**config.mk**
```make
export PLATFORM = sky130hd
export DESIGN_NAME = can_bit_sampler
export DESIGN_NICKNAME = d
export VERILOG_FILES = /design/src/rtl/can_sampler_pkg.sv /design/src/rtl/can_line_sync.sv /design/src/rtl/can_phase_timer.sv /design/src/rtl/can_bit_sampler.sv
export SDC_FILE = /design/constraint.sdc
export NUM_CORES = 1
export LEC_CHECK = 0
export ABC_AREA = 1
export BUFFER_PORTS_ARGS = -buffer_cell sky130_fd_sc_hd__buf_2
export CAP_MARGIN = 20
export CORE_MARGIN = 1
export CORE_UTILIZATION = 30
export CTS_BUF_LIST = sky130_fd_sc_hd__clkbuf_8
export CTS_CLUSTER_DIAMETER = 60
export DETAILED_ROUTE_END_ITERATION = 12
export GPL_TIMING_DRIVEN = 0
export PLACE_DENSITY = 0.54
export SYNTH_ARGS = -nofsm -noshare
export SYNTH_HDL_FRONTEND = slang
export SYNTH_SLANG_ARGS = --single-unit
```
**constraint.sdc**
```tcl
create_clock -name clk_i -period 2.5 [get_ports clk_i]
set_input_delay 0.375 -clock clk_i [delete_from_list [all_inputs] [get_ports clk_i]]
set_output_delay 0.375 -clock clk_i [all_outputs]
set_load 0.005 [all_outputs]
```
**src/rtl/can_sampler_pkg.sv**
```systemverilog
package can_sampler_pkg;
  typedef enum logic {
    ST_IDLE = 1'b0,
    ST_RUN  = 1'b1
  } samp_state_e;
endpackage

```
**src/rtl/can_line_sync.sv**
```systemverilog
module can_line_sync #(
  parameter int   STAGES  = 2,
  parameter logic RST_VAL = 1'b1
) (
  input  logic clk_i,
  input  logic rst_ni,
  input  logic d_i,
  output logic q_o,
  output logic fall_o
);
  logic [STAGES:0] chain;
  logic            prev_q;

  assign chain[0] = d_i;

  for (genvar g = 0; g < STAGES; g++) begin : g_stage
    logic stage_q;
    always_ff @(posedge clk_i or negedge rst_ni) begin
      if (!rst_ni) stage_q <= RST_VAL;
      else         stage_q <= chain[g];
    end
    assign chain[g+1] = stage_q;
  end

  always_ff @(posedge clk_i or negedge rst_ni) begin
    if (!rst_ni) prev_q <= RST_VAL;
    else         prev_q <= chain[STAGES];
  end

  assign q_o    = chain[STAGES];
  assign fall_o = prev_q & ~chain[STAGES];
endmodule

```
**src/rtl/can_phase_timer.sv**
```systemverilog
module can_phase_timer #(
  parameter int CNT_W = 16
) (
  input  logic             clk_i,
  input  logic             rst_ni,
  input  logic             run_i,
  input  logic             anchor_i,
  input  logic [CNT_W-1:0] width_i,
  input  logic [CNT_W-1:0] off_i,
  output logic             hit_o
);
  logic [CNT_W-1:0] ph_q;
  logic [CNT_W-1:0] ph_eff;
  logic [CNT_W-1:0] last_ph;

  // anchor puts the current cycle at phase 0 of the bit
  assign ph_eff  = anchor_i ? '0 : ph_q;
  assign last_ph = width_i - 1'b1;
  assign hit_o   = run_i && (ph_eff == off_i);

  always_ff @(posedge clk_i or negedge rst_ni) begin
    if (!rst_ni)                ph_q <= '0;
    else if (!run_i)            ph_q <= '0;
    else if (ph_eff >= last_ph) ph_q <= '0;
    else                        ph_q <= ph_eff + 1'b1;
  end
endmodule

```
**src/rtl/can_bit_sampler.sv**
```systemverilog
module can_bit_sampler
  import can_sampler_pkg::*;
#(
  parameter int CNT_W       = 16,
  parameter int IDX_W       = 8,
  parameter int SYNC_STAGES = 2
) (
  input  logic             clk_i,
  input  logic             rst_ni,
  input  logic             rx_i,
  input  logic [CNT_W-1:0] bit_width_i,
  input  logic [CNT_W-1:0] sample_off_i,
  input  logic             frame_done_i,
  output logic             bit_o,
  output logic             bit_valid_o,
  output logic [IDX_W-1:0] bit_idx_o
);
  samp_state_e      state_q;
  logic             rx_s;
  logic             fall;
  logic             run_q;
  logic             start;
  logic             anchor;
  logic             run_now;
  logic             hit;
  logic [IDX_W-1:0] cnt_q;
  logic             valid_q;
  logic             bit_q;
  logic [IDX_W-1:0] idx_q;

  can_line_sync #(
    .STAGES (SYNC_STAGES),
    .RST_VAL(1'b1)
  ) u_sync (
    .clk_i (clk_i),
    .rst_ni(rst_ni),
    .d_i   (rx_i),
    .q_o   (rx_s),
    .fall_o(fall)
  );

  assign run_q   = (state_q == ST_RUN);
  assign start   = !run_q && !rx_s;
  assign anchor  = start || (run_q && fall);
  assign run_now = !frame_done_i && (run_q || start);

  can_phase_timer #(
    .CNT_W(CNT_W)
  ) u_timer (
    .clk_i   (clk_i),
    .rst_ni  (rst_ni),
    .run_i   (run_now),
    .anchor_i(anchor),
    .width_i (bit_width_i),
    .off_i   (sample_off_i),
    .hit_o   (hit)
  );

  always_ff @(posedge clk_i or negedge rst_ni) begin
    if (!rst_ni)           state_q <= ST_IDLE;
    else if (frame_done_i) state_q <= ST_IDLE;
    else if (start)        state_q <= ST_RUN;
  end

  always_ff @(posedge clk_i or negedge rst_ni) begin
    if (!rst_ni)           cnt_q <= '0;
    else if (frame_done_i) cnt_q <= '0;
    else if (hit)          cnt_q <= cnt_q + 1'b1;
  end

  always_ff @(posedge clk_i or negedge rst_ni) begin
    if (!rst_ni) begin
      valid_q <= 1'b0;
      bit_q   <= 1'b1;
      idx_q   <= '0;
    end else begin
      valid_q <= hit;
      if (hit) begin
        bit_q <= rx_s;
        idx_q <= cnt_q;
      end
    end
  end

  assign bit_o       = bit_q;
  assign bit_valid_o = valid_q;
  assign bit_idx_o   = idx_q;
endmodule

```
==> results.toml <==
[layout]
seqCellArea_sq_um = 956
finalInstanceArea_sq_mm = 0.00369
multi_input_comb_area_sq_mm = 0.00182
finish.net_count = 520
drive_gt1_frac = 0.283
final_cell_mix = "nand2_1 (100), inv_1 (44), buf_2 (43)"
fill_cells = 978
n_antenna_cell = 0
mostFrequentLayoutCell = "nand2_1"
syn2layout_area_growth_pct = 26.7

[route]
drt.antenna.violating_nets = 0
via_cell_ratio = 4.64
wl_mm = 7.45
detail_route.drc_violations = 0
drtIter0Drc = 120
routedWlPerCell_microns = 12.5
drt_pass_1_iters = 4
num_vias = 2762

[power]
switching_share = 0.268
power.combinational.fraction = 0.140
powerDensity_mw_per_mm2 = 369
ir_drop_v = 0.000281
power_switching_mw = 0.365
internal-power_mw = 0.995
leakage_nw = 1.93
power_frac_seq = 0.459
finalPower_mw = 1.36
clockPowerShare = 0.401

[critical_path]
cp-end-kind = "register"
worstPathMaxFanout = 6
arrival_ps = 2620
type_of_the_setup_path_with_the_least_slack = "in -> reg"
cp_data_required_time_ps = 2730
crit-reg2reg-capture = "u_timer.ph_q[4]"
rrSetupSlack_ps = 120
r2r_start = "u_sync.prev_q"
startpoint_type = "input pin"
rr_worst_depth = 13

[synthesis]
synth.top_cells.by_area = "dfrtp_1 (29%), nand2_1 (13%), ha_1 (8.2%), inv_1 (6.1%), nand3_1 (5.7%)"
syn_avg_cell_area_sq_um = 7.25
netlist.top_cell.by_area = "dfrtp_1"
synth.area.mux_share = 0
main_combinational_cell_family_by_area_after_synthesis = "simple AND/OR/NAND/NOR gates"
synthesis.yosys.warnings = 0
post_synth_and_or_nand_nor_area_fraction = 0.382
post_synth_xor_area_fraction = 0.0632
syn_inst = 401
share_of_synthesized_area_occupied_by_flip_flops_and_latches = 0.329
synth_area_sq_mm = 0.00291
yosysTopAreaCellShare = 0.292
synth.lib_cells_used.distinct = 29
synthesized_area_fraction_occupied_by_ao_oa_aoi_and_oai_cells = 0.0568
synth-adder-area-share = 0.0817
ys_ff_latch = 38
synthesis.nets = 456

[global_route]
grt_start_max_net_pins = 39
use_met2 = 0.247
global_route.usage.met1 = 0.225
grtUsageTotal = 0.160
grt-busiest-layer = "met2"
grtUsageMet3 = 0.0277
first_global_vias = 2730
wire_length_of_the_first_global_routing_pass_mm = 12.7
grt_antenna_before_repair = 0
grt_overflow = 0

[clock_tree]
cts.htree.levels = 2
number_of_hold_buffers_added_after_cts = 0
cts_root_buf = "clkbuf_8"
clk_path_buf_depth = 2
clkSlewWorstSetupHoldPaths_ps = 80
tritoncts_buffer_count = 5
clk-insertion-delay-late_ps = 310
cts_num_sinks = 38
tritoncts = "built"

[hold_path]
worst_hold_path.endpoint = "u_sync.g_stage[0].stage_q"
worst_hold_check_path_type = "in -> reg"
hold-path-cell-count = 1
hold_path_startpoint = "rx_i"

[floorplanning]
die_area_sq_mm = 0.0101
initial_core_util = 0.312
dieHeight_microns = 100
core_area_sq_mm = 0.00933
std_cell_rows = 35
die_width_microns = 100
count_of_boundary_i_o_pins = 46

[timing]
relSlewSlack = 0.388
setup_slack_ps = 116
timing.final.crit_share = 0.954
maximum_clock_frequency_mhz = 419
timing_hold_violations_final = 0
finalClockSkew_ps = 12.6
tns_ps = 0
grt_setup_unrepaired = "true"
final_max_slew_viol_count = 0
max_slew.worst_pin.slew_ps = 917
final.hold.worst_slack_ps = 170
finalWorstPathRequiredPeriod_ps = 2380
finalSetupViolations = 0

[run]
timing.max_cap.violations = 0

[placement]
dp_hpwl_mm = 5.59
place_area_sq_mm = 0.00339
port_buffers = 45
gp_congestion = 0.834
dpl_worst_slack_ps = -551

[run_status]
status = "completed"
==> layer usage <==
| layer | part of all wire | vias up | routed length [microns] |
|---|---|---|---|
| li1 | - | 1423 | - |
| met3 | 0.048 | 6 | 359 |
| met2 | 0.44 | 56 | 3280 |
| met1 | 0.50 | 1277 | 3720 |
| met5 | 0 | - | 0 |
| met4 | 0.012 | 0 | 89 |
==> cells in the mapped netlist <==
| master | n |
|---|---|
| a21oi_1 | 12 |
| nor3_2 | 4 |
| o211ai_1 | 1 |
| xnor2_1 | 9 |
| inv_1 | 47 |
| dfrtp_1 | 34 |
| o21ai_2 | 6 |
| nand2_2 | 12 |
| and3_1 | 1 |
| nand3_1 | 33 |
| nand2_4 | 1 |
| nor3_1 | 15 |
| buf_12 | 1 |
| nor4_1 | 2 |
| dfstp_2 | 4 |
| ha_1 | 19 |
| nand3b_1 | 10 |
| xor2_1 | 12 |
| clkbuf_1 | 2 |
| nand3_4 | 1 |
| o21ai_1 | 1 |
| nor2_1 | 40 |
| nand4_1 | 10 |
| nand2_1 | 104 |
| o21ai_0 | 8 |
| nor2_2 | 3 |
| inv_2 | 5 |
| nand3_2 | 1 |
| buf_6 | 3 |
==> kinds of logic (layout without fill, tap and decap cells) <==
logic type,Yosys count,in the layout
buffers and inverters,58,123
AOI/OAI and AO/OA,28,28
xor gates and xnor gates,21,21
and+or+nand+nor,237,237
DFF,38,38
adders and majority gates,19,19
==> critical path: stages <==
cell	delay [ps]
buf_2	130
nor2_2	90
nand2_2	80
nor3_4	150
nand2_2	110
nor3_4	200
buf_4	130
buf_4	90
xnor2_1	120
ha_1	270
a21oi_1	120
o21ai_0	100
a21oi_2	200
nand3_4	140
clkbuf_16	190
nor2_2	100
==> power groups by stage <==
stage          sequential (mW)  clock, mW  combinational [mW]
2_1_floorplan            0.636          0              0.0989
3_3_place_gp             0.636          0               0.177
3_5_place_dp             0.636          0               0.179
4_1_cts                  0.624      0.557               0.183
5_1_grt                  0.625      0.583               0.215
6_report                 0.624      0.545               0.190
==> what timing repair did <==
action                     4_1_cts  5_1_grt
cloned                           0        1
buffers inserted                 6        5
pin swaps                        9       13
hold endpoints to repair         0        0
gates resized for setup          7       20
setup endpoints to repair       16       16
==> flip-flops by register name (all words and copies together), names as in the netlist <==
register,cells
u_sync.g_stage.stage_q,1
bit_o,1
cnt_q,8
bit_valid_o,1
u_sync.prev_q,1
u_sync.q_o,1
bit_idx_o,8
run_q,1
u_timer.ph_q,16
==> worst max-delay path by stage <==
stage	from	end	slack, ps	depth (start not counted)
6_report	bit_width_i[2]	u_timer.ph_q[4]	120	16
3_5_place_dp	bit_width_i[1]	u_timer.ph_q[5]	-550	18
5_1_grt	bit_width_i[2]	u_timer.ph_q[5]	-50	16
4_1_cts	bit_width_i[1]	u_timer.ph_q[4]	0.3	16
3_3_place_gp	bit_width_i[1]	u_timer.ph_q[11]	-510	18
2_1_floorplan	bit_width_i[1]	u_timer.ph_q[4]	-30	17
==> area by class of cell <==
cell class / count / share of cell area
Buffer: 6 / 0.0224
Clock buffer: 5 / 0.0187
Clock inverter: 3 / 0.0122
Inverter: 52 / 0.0597
Multi-Input combinational cell: 305 / 0.493
Sequential cell: 38 / 0.259
Tap cell: 129 / 0.0438
Timing Repair Buffer: 57 / 0.0910
==> stage by stage <==
stage          std cells  utilization
5_1_grt              595        0.395
2_1_floorplan        401            -
3_5_place_dp         575        0.364
3_3_place_gp         575        0.364
6_report             595        0.395
4_1_cts              589        0.384
Power figures use the tool's default switching activity.
